## src/rtl/ahb_split_slave.sv

```systemverilog
module ahb_split_slave #(
  parameter int unsigned ADDR_W     = 32,
  parameter int unsigned WAIT_LIMIT = 4,
  parameter logic [ADDR_W-1:0] RO_LO = 'h8000,
  parameter logic [ADDR_W-1:0] RO_HI = 'h8fff
) (
  input  logic              clk,
  input  logic              rst_n,
  input  logic              hsel,
  input  logic [ADDR_W-1:0] haddr,
  input  logic [1:0]        htrans,
  input  logic              hwrite,
  input  logic              hready,
  input  logic [3:0]        hmaster,
  input  logic              mem_ready,
  output logic              hreadyout,
  output logic [1:0]        hresp,
  output logic [15:0]       hsplit
);
  localparam int unsigned CNT_W = $clog2(WAIT_LIMIT + 1);
  localparam logic [CNT_W-1:0] CNT_LAST = CNT_W'(WAIT_LIMIT - 1);
  localparam logic [1:0] RSP_OKAY  = 2'b00;
  localparam logic [1:0] RSP_ERROR = 2'b01;
  localparam logic [1:0] RSP_SPLIT = 2'b11;

  typedef enum logic [1:0] {S_DONE, S_WAIT, S_RESP1, S_RESP2} st_t;

  st_t              st;
  logic [1:0]       rsp_q;
  logic [3:0]       mst_q;
  logic [CNT_W-1:0] cnt;
  logic [15:0]      pend, sent;

  wire        open_ph  = (st == S_DONE) || (st == S_RESP2);
  wire        accept   = hsel & hready & htrans[1] & open_ph;
  wire        ro_hit   = hwrite && (haddr >= RO_LO) && (haddr <= RO_HI);
  wire        retry_ok = pend[hmaster] & sent[hmaster];
  wire [15:0] cand     = pend & ~sent;
  wire [15:0] pick     = cand & (~cand + 16'd1);

  assign hreadyout = open_ph;
  assign hresp     = (st == S_RESP1 || st == S_RESP2) ? rsp_q : RSP_OKAY;

  always_ff @(posedge clk or negedge rst_n) begin
    if (!rst_n) begin
      st     <= S_DONE;
      rsp_q  <= RSP_OKAY;
      mst_q  <= '0;
      cnt    <= '0;
      pend   <= '0;
      sent   <= '0;
      hsplit <= '0;
    end else begin
      hsplit <= '0;
      if (mem_ready && cand != '0) begin
        hsplit <= pick;
        sent   <= sent | pick;
      end
      case (st)
        S_DONE, S_RESP2: begin
          st <= S_DONE;
          if (accept) begin
            mst_q <= hmaster;
            if (ro_hit) begin
              st    <= S_RESP1;
              rsp_q <= RSP_ERROR;
            end else if (retry_ok) begin
              pend[hmaster] <= 1'b0;
              sent[hmaster] <= 1'b0;
            end else if (!mem_ready) begin
              st  <= S_WAIT;
              cnt <= '0;
            end
          end
        end
        S_WAIT: begin
          if (mem_ready) begin
            st <= S_DONE;
          end else if (cnt == CNT_LAST) begin
            st          <= S_RESP1;
            rsp_q       <= RSP_SPLIT;
            pend[mst_q] <= 1'b1;
          end else begin
            cnt <= cnt + 1'b1;
          end
        end
        default: st <= S_RESP2;
      endcase
    end
  end
endmodule


```

## config.mk

```make
export PLATFORM = sky130hd
export DESIGN_NAME = ahb_split_slave
export DESIGN_NICKNAME = d
export VERILOG_FILES = /design/src/rtl/ahb_split_slave.sv
export SDC_FILE = /design/constraint.sdc
export NUM_CORES = 1
export LEC_CHECK = 0
export BUFFER_PORTS_ARGS = -buffer_cell sky130_fd_sc_hd__buf_2
export CORE_MARGIN = 2
export CORE_UTILIZATION = 40
export CTS_CLUSTER_SIZE = 14
export DETAILED_ROUTE_END_ITERATION = 10
export SLEW_MARGIN = 15
export SYNTH_ARGS = -nofsm -noshare
export SYNTH_HDL_FRONTEND = slang
export SYNTH_SLANG_ARGS = --single-unit
```

## constraint.sdc

```tcl
create_clock -name clk -period 6.3 [get_ports clk]
set_clock_uncertainty 0.15 [all_clocks]
set_input_delay 1.26 -clock clk [delete_from_list [all_inputs] [get_ports clk]]
set_output_delay 1.26 -clock clk [all_outputs]
set_load 0.02 [all_outputs]
```

==> impl_metrics.env, run 1 <==
export IMPL_htreeDepth=3
export IMPL_drc_errors=0
export IMPL_synth_top_family_by_area="simple AND/OR/NAND/NOR gates"
export IMPL_setup_ws_post_layout_ns=2.54
export IMPL_postSynthAreaPerCell_um2=9.77
export IMPL_worst_slew_pin_slew_ns=0.793
export IMPL_path_class="input port to flop"
export IMPL_grt_start_max_net_pins=60
export IMPL_final_instance_count_excl_fill=466
export IMPL_dr_first_iter_drc_count=132
export IMPL_synth_async_reset_ratio_pct=100
export IMPL_ir_worst_vdd_uv=125
export IMPL_critical_path_n_buffers_inverters=1
export IMPL_synth_seq_cells=59
export IMPL_fraction_of_layout_cells_with_a_size_suffix_above_1_pct=20.7
export IMPL_cts_setup_buffers=0
export IMPL_dp_hpwl_mm=5.29
export IMPL_die_h_um=91.3
export IMPL_post_synth_num_cell_types=54
export IMPL_cts_root_buf="sky130_fd_sc_hd__clkbuf_8"
export IMPL_postCtsResizedCells=0
export IMPL_worstPathArrival_ns=3.89
export IMPL_final_min_period_ns=3.76
export IMPL_number_of_instances_in_the_synthesized_netlist=312
export IMPL_grt_use_total_pct=19.4
export IMPL_drt_wl_total_mm=7.64
export IMPL_timing_final_max_slew_violations=0
export IMPL_place_port_buffers=49
export IMPL_vias_per_cell=5.68
export IMPL_grt_ovf=0
export IMPL_cp_required_ns=6.43
export IMPL_clock_tree_from_tritoncts="built"
export IMPL_cts_buffer_depth=2
export IMPL_critical_path_cell_chain="buf_2 > nand3_1 > and4_1 > a2111oi_0 > and4b_2 > nand2_2 > a211oi_1 > a22o_1"
export IMPL_start_util_pct=41.6
export IMPL_critical_path_top_delay_family="compound AO/OA/AOI/OAI gates"
export IMPL_place_ws_ns=2.22
export IMPL_routedWlPerCell_um=16.4
export IMPL_mappedNetlistNets=361
export IMPL_fin_total_pwr_uw=1280
export IMPL_synth_top_cells_by_area="sky130_fd_sc_hd__dfrtp_1, sky130_fd_sc_hd__a21oi_1, sky130_fd_sc_hd__nand2b_1"
export IMPL_fin_crit_sh_pct=59.7
export IMPL_n_fill_cell=692
export IMPL_largest_stage_delay_on_the_critical_path_ns=0.70
export IMPL_timing_critical_path_from_type="input port"
export IMPL_detailroute_wirelength_met2_mm=3.32
export IMPL_post_synth_xor_area_fraction_pct=0
export IMPL_synthesis_yosys_warnings=0
export IMPL_antenna_found_initial=0
export IMPL_route_layer_met1_wl_mm=3.53
export IMPL_finalHoldViolations=0
export IMPL_yosys_area_share_adder_pct=2.05
export IMPL_setup_viol=0
export IMPL_library_cell_occupying_the_most_area_in_the_post_synthesis_netlist="sky130_fd_sc_hd__dfrtp_1"
export IMPL_clk_pin_slew_ns=0.07
export IMPL_firstDrtPassIters=4
export IMPL_timing_slew_headroom_pct=47.0
export IMPL_static_leakage_power_uw=0.00164
export IMPL_synthesized_area_mm2=0.00305
export IMPL_critPathSlowestCell="sky130_fd_sc_hd__a211oi_1"
export IMPL_clk_insertion_delay_late_ns=0.34
export IMPL_maxClockFrequency_mhz=266
export IMPL_synth_top_flop_cell="sky130_fd_sc_hd__dfrtp_1"
export IMPL_final_nets=411
export IMPL_place_gp_congestion=0.842
export IMPL_routed_length_on_met3_um=587
export IMPL_outcome="complete, no violations"
export IMPL_setup_repair_after_global_routing_missed_its_margin="false"
export IMPL_fp_dieW_um=91.3
export IMPL_cell_count_post_placement=450
export IMPL_synth_top_cell_area_share_pct=48.4
export IMPL_cp_max_fo=23
export IMPL_crit_path_end_kind="flop"
export IMPL_wire_length_of_the_first_global_routing_pass_mm=12.5
export IMPL_synth_compound_area_share_pct=17.5
export IMPL_numCtsBuffers=9
export IMPL_antenna_left=0
export IMPL_top_layer="met4"
export IMPL_syn2layout_area_growth_pct=16.8
export IMPL_vias_in_the_first_global_route=2474
export IMPL_routed_via_count=2648
export IMPL_io_pins=63
export IMPL_power_per_unit_of_standard_cell_area_mw_per_mm2=361
export IMPL_antenna_cells_inserted=0
export IMPL_hold_path_class="flop to flop"
export IMPL_synthSimpleGateAreaFrac_pct=26.1
export IMPL_cts_sinks=59
export IMPL_post_cts_hold_buffer_count=0
export IMPL_yosys_mux_area_fraction_pct=2.50
export IMPL_rows=31
export IMPL_final_setup_tns_ns=0
export IMPL_synth_yosys_seq_area_share_pct=48.4
export IMPL_maxCapViolCount=0
export IMPL_floorplan_core_area_mm2=0.00733
export IMPL_synth_edff_count=0
export IMPL_fp_dieArea_mm2=0.00833
[final timing paths]
path | from | to | slack [ns] | depth (start not counted)
max | hmaster[0] | pend[2]$_DFFE_PN0P_ | 2.54 | 8
min | sent[14]$_DFF_PN0_ | hsplit[14]$_DFF_PN0_ | 0.30 | 1
max reg2reg | st[0]$_DFFE_PN0P_ | pend[2]$_DFFE_PN0P_ | 3.09 | 7
min reg2reg | sent[14]$_DFF_PN0_ | hsplit[14]$_DFF_PN0_ | 0.30 | 1
max in group asynchronous | rst_n | cnt[0]$_DFFE_PN0P_ | 4.60 | 2
min in group asynchronous | rst_n | pend[0]$_DFFE_PN0P_ | 0.92 | 2
[stage by stage]
stage	util [%]	area, um2	hold slack, ns
floorplan	-	3050	0.274
global placement	45.9	3370	0.294
global route	48.6	3560	0.312
finish	48.6	3560	0.302
CTS	48.6	3560	0.306
detailed placement	45.9	3370	0.296
[power by group]
| group | internal [uW] | switching, uW | total [uW] | leakage [uW] |
|---|---|---|---|---|
| logic | 158 | 246 | 404 | 0.000761 |
| clock network | 191 | 157 | 348 | 0.0000991 |
| registers | 453 | 78.6 | 531 | 0.000784 |
[registers in the layout, indices dropped and copies added (netlist names)]
signal  flops
st          2
mst_q       4
sent       16
rsp_q       2
pend       16
hsplit     16
cnt         3
[layer usage]
| layer | track usage [%] | up-vias |
|---|---|---|
| li1 | - | 1251 |
| met1 | 26.6 | 1266 |
| met2 | 27.7 | 113 |
| met3 | 5.23 | 18 |
| met4 | 10.5 | 0 |
| met5 | 0 | - |
[worst reg2reg max path: stages, from the launching register on]
cell                       delay (ns)
sky130_fd_sc_hd__dfrtp_1         0.42
sky130_fd_sc_hd__inv_1           0.06
sky130_fd_sc_hd__ha_1            0.54
sky130_fd_sc_hd__nand4_1         0.39
sky130_fd_sc_hd__nor2b_1         0.41
sky130_fd_sc_hd__nand2_2         0.22
sky130_fd_sc_hd__a211oi_1        0.70
sky130_fd_sc_hd__a22o_1          0.25
[cells in the mapped netlist, drive strengths merged, types with 6 or more instances]
master  instances
nor2           19
a21oi          24
nand3          18
nand2b         17
inv            12
nor2b          16
and3           10
a31oi           6
and2            6
nor3            9
dfrtp          59
nand4           7
clkbuf          7
nand2          19
o21ai           8
[kinds of logic after synthesis]
logic type | after synthesis
flip-flops | 59
adder cells (fa/ha/maj) | 5
AND/OR/NAND/NOR | 140
AO/OA/AOI/OAI | 78
buffers and inverters | 23
multiplexers | 7
[layout by cell type, fill, tap and decap left out, drive strengths merged, types with 3 or more instances in the layout]
cell,n
a21oi,24
a22o,4
nand3,18
and2,6
mux2,5
a31oi,6
a2bb2oi,4
o21ai,8
nand2,19
and3,10
nor2,19
a22oi,3
buf,50
clkbuf,11
a2111oi,4
ha,5
nor2b,16
nor4,4
dfrtp,59
nor3,9
a21boi,4
inv,12
clkinv,3
nand4,7
nand2b,17
[area by class of cell]
class,count,area [um2],share of cell area [%]
multi-input combinational,230,1470,41.2
tap,99,124,3.48
inverter,12,45.0,1.27
clock inverter,5,52.6,1.48
sequential,59,1480,41.5
timing repair buffer,50,253,7.10
clock buffer,11,141,3.97
(Power assumes the default switching activity.)
==> run 2: changes to the inputs <==
- clock period: 6.3 -> 3.2 ns (I/O delays scaled with it)
==> run 2 against run 1 <==
Net effect: global-route usage rose by 0.63 points; largest cell class unchanged; sequential share of layout area fell by 2.3 points; design area rose by 5.9%; final cell count rose by 4.1%; clock-buffer cell count fell by 1; critical path type unchanged; largest power group unchanged.
==> impl_metrics.env, run 2 (synthesized netlist as in run 1, its figures left out) <==
export IMPL_multiInputGateArea_mm2=0.00147
export IMPL_dp_hpwl_mm=5.80
export IMPL_clock_tree_from_tritoncts="built"
export IMPL_wire_length_of_the_first_global_routing_pass_mm=13.0
export IMPL_crit_path_end_kind="flop"
export IMPL_fp_dieArea_mm2=0.00833
export IMPL_vias_per_cell=5.74
export IMPL_floorplan_core_area_mm2=0.00733
export IMPL_cts_setup_buffers=0
export IMPL_p_clk_share_pct=31.3
export IMPL_timing_critical_path_from_type="input port"
export IMPL_place_gp_congestion=0.846
export IMPL_die_h_um=91.3
export IMPL_drt_wl_total_mm=7.87
export IMPL_timing_slew_headroom_pct=52.2
export IMPL_grt_ovf=0
export IMPL_n_fill_cell=686
export IMPL_htreeDepth=3
export IMPL_final_nets=430
export IMPL_antenna_left=0
export IMPL_clk_insertion_delay_late_ns=0.34
export IMPL_critical_path_n_buffers_inverters=2
export IMPL_grt_start_max_net_pins=32
export IMPL_cp_required_ns=3.32
export IMPL_io_pins=63
export IMPL_power_share_switching_pct=35.3
export IMPL_p_int_uw=1780
export IMPL_finalHoldViolations=0
export IMPL_worstPathArrival_ns=2.87
export IMPL_antenna_found_initial=0
export IMPL_cp_max_fo=9
export IMPL_grt_use_total_pct=20.0
export IMPL_timing_final_max_slew_violations=0
export IMPL_drc_errors=0
export IMPL_largest_registers="hsplit: 16 flops, pend: 16 flops, sent: 16 flops"
export IMPL_syn2layout_area_growth_pct=23.7
export IMPL_seqCellArea_mm2=0.00148
export IMPL_routedWlPerCell_um=16.2
export IMPL_layout_common_cells="sky130_fd_sc_hd__dfrtp_1, sky130_fd_sc_hd__buf_2, sky130_fd_sc_hd__a21oi_1, sky130_fd_sc_hd__buf_4"
export IMPL_maxClockFrequency_mhz=363
export IMPL_dr_first_iter_drc_count=291
export IMPL_power_per_unit_of_standard_cell_area_mw_per_mm2=728
export IMPL_post_cts_hold_buffer_count=0
export IMPL_vias_in_the_first_global_route=2640
export IMPL_static_leakage_power_uw=0.00177
export IMPL_antenna_cells_inserted=0
export IMPL_worst_slew_pin_slew_ns=0.717
export IMPL_largest_stage_delay_on_the_critical_path_ns=0.55
export IMPL_fraction_of_layout_cells_with_a_size_suffix_above_1_pct=24.9
export IMPL_final_setup_tns_ns=0
export IMPL_final_min_period_ns=2.75
export IMPL_final_common_cell="sky130_fd_sc_hd__dfrtp_1"
export IMPL_critPathSlowestCell="sky130_fd_sc_hd__a2111oi_0"
export IMPL_numCtsBuffers=9
export IMPL_rows=31
export IMPL_switching_power_total_uw=968
export IMPL_cts_root_buf="sky130_fd_sc_hd__clkbuf_8"
export IMPL_p_seq_share_pct=38.2
export IMPL_place_port_buffers=49
export IMPL_routed_via_count=2783
export IMPL_path_class="input port to flop"
export IMPL_comb_power_share_pct=30.6
export IMPL_cts_sinks=59
export IMPL_cts_buffer_depth=2
export IMPL_critical_path_cell_chain="buf_2 > nand3_1 > and4_1 > a2111oi_0 > and4b_2 > nand2_2 > a2111oi_0 > buf_4 > a2bb2oi_1"
export IMPL_fp_dieW_um=91.3
export IMPL_clk_pin_slew_ns=0.07
export IMPL_postCtsResizedCells=0
export IMPL_fin_hold_ws_ns=0.203
export IMPL_firstDrtPassIters=5
export IMPL_start_util_pct=41.6
export IMPL_outcome="complete, no violations"
export IMPL_fin_crit_sh_pct=86.1
export IMPL_cp_common_cell="sky130_fd_sc_hd__a2111oi_0"
export IMPL_maxCapViolCount=0
export IMPL_final_core_util_pct=51.4
export IMPL_hold_path_class="input port to async pin"
export IMPL_ir_worst_vdd_uv=261
export IMPL_setup_viol=0
export IMPL_critical_path_top_delay_family="compound AO/OA/AOI/OAI gates"
export IMPL_setup_repair_after_global_routing_missed_its_margin="false"
==> run 2: cell types whose count changed in the layout (fill, tap and decap cells not counted), sizes merged <==
cell	previous run	this run
buf	50	69
clkbuf	11	10
clkinv	3	1
bufinv	1	3
inv	12	13
==> run 2: layer usage <==
| metal | wire length (um) | vias to the layer above | GRT usage [%] |
|---|---|---|---|
| li1 | - | 1293 | - |
| met1 | 3560 | 1330 | 26.8 |
| met2 | 3590 | 144 | 31.5 |
| met4 | 138 | 0 | 7.58 |
| met3 | 575 | 16 | 4.65 |
| met5 | 0 | - | 0 |
==> run 2: final timing paths <==
path / to / slack, ns / cells after the start / from
setup / recovery: pend[12]$_DFFE_PN0P_ / 0.45 / 9 / hmaster[0]
setup reg to reg: sent[2]$_DFF_PN0_ / 0.51 / 7 / pend[12]$_DFFE_PN0P_
hold reg to reg: hsplit[13]$_DFF_PN0_ / 0.32 / 1 / sent[13]$_DFF_PN0_
max in group asynchronous: hsplit[9]$_DFF_PN0_ / 2.09 / 2 / rst_n
hold / removal: sent[2]$_DFF_PN0_ / 0.20 / 1 / rst_n
min in group clk: hsplit[13]$_DFF_PN0_ / 0.32 / 1 / sent[13]$_DFF_PN0_
==> run 2: layout make-up <==
class                      count  area share, %
sequential                    59           39.2
multi-input combinational    230           38.9
timing repair buffer          69           10.8
clock buffer                  10           3.65
tap                           99           3.29
clock inverter                 6           2.95
inverter                      12           1.19
==> run 2: power groups by stage <==
stage | registers, uW | clock network, uW | logic [uW]
2_1_floorplan | 1020 | 0 | 581
3_3_place_gp | 1050 | 0 | 821
3_5_place_dp | 1060 | 0 | 833
4_1_cts | 1040 | 862 | 838
5_1_grt | 1080 | 900 | 927
6_report | 1050 | 858 | 838
==> run 2: per-stage QoR <==
step | area [um2] | total power, uW | setup slack (ns) | instances
floorplan | 3050 | 1600 | 0.449 | 312
global placement | 3520 | 1870 | 0.0716 | 469
detailed placement | 3520 | 1890 | 0.117 | 469
CTS | 3770 | 2740 | 0.460 | 485
global route | 3770 | 2900 | 0.143 | 485
finish | 3770 | 2740 | 0.446 | 485
==> run 2: worst reg2reg max path, cell delays in order, from the launching register on <==
cell and delay [ns]:
sky130_fd_sc_hd__dfrtp_1 0.42, sky130_fd_sc_hd__nand2b_1 0.13, sky130_fd_sc_hd__a21boi_0 0.26, sky130_fd_sc_hd__nor4bb_1 0.44
sky130_fd_sc_hd__a21boi_0 0.44, sky130_fd_sc_hd__a41oi_1 0.35, sky130_fd_sc_hd__a41oi_1 0.31, sky130_fd_sc_hd__a21oi_1 0.06
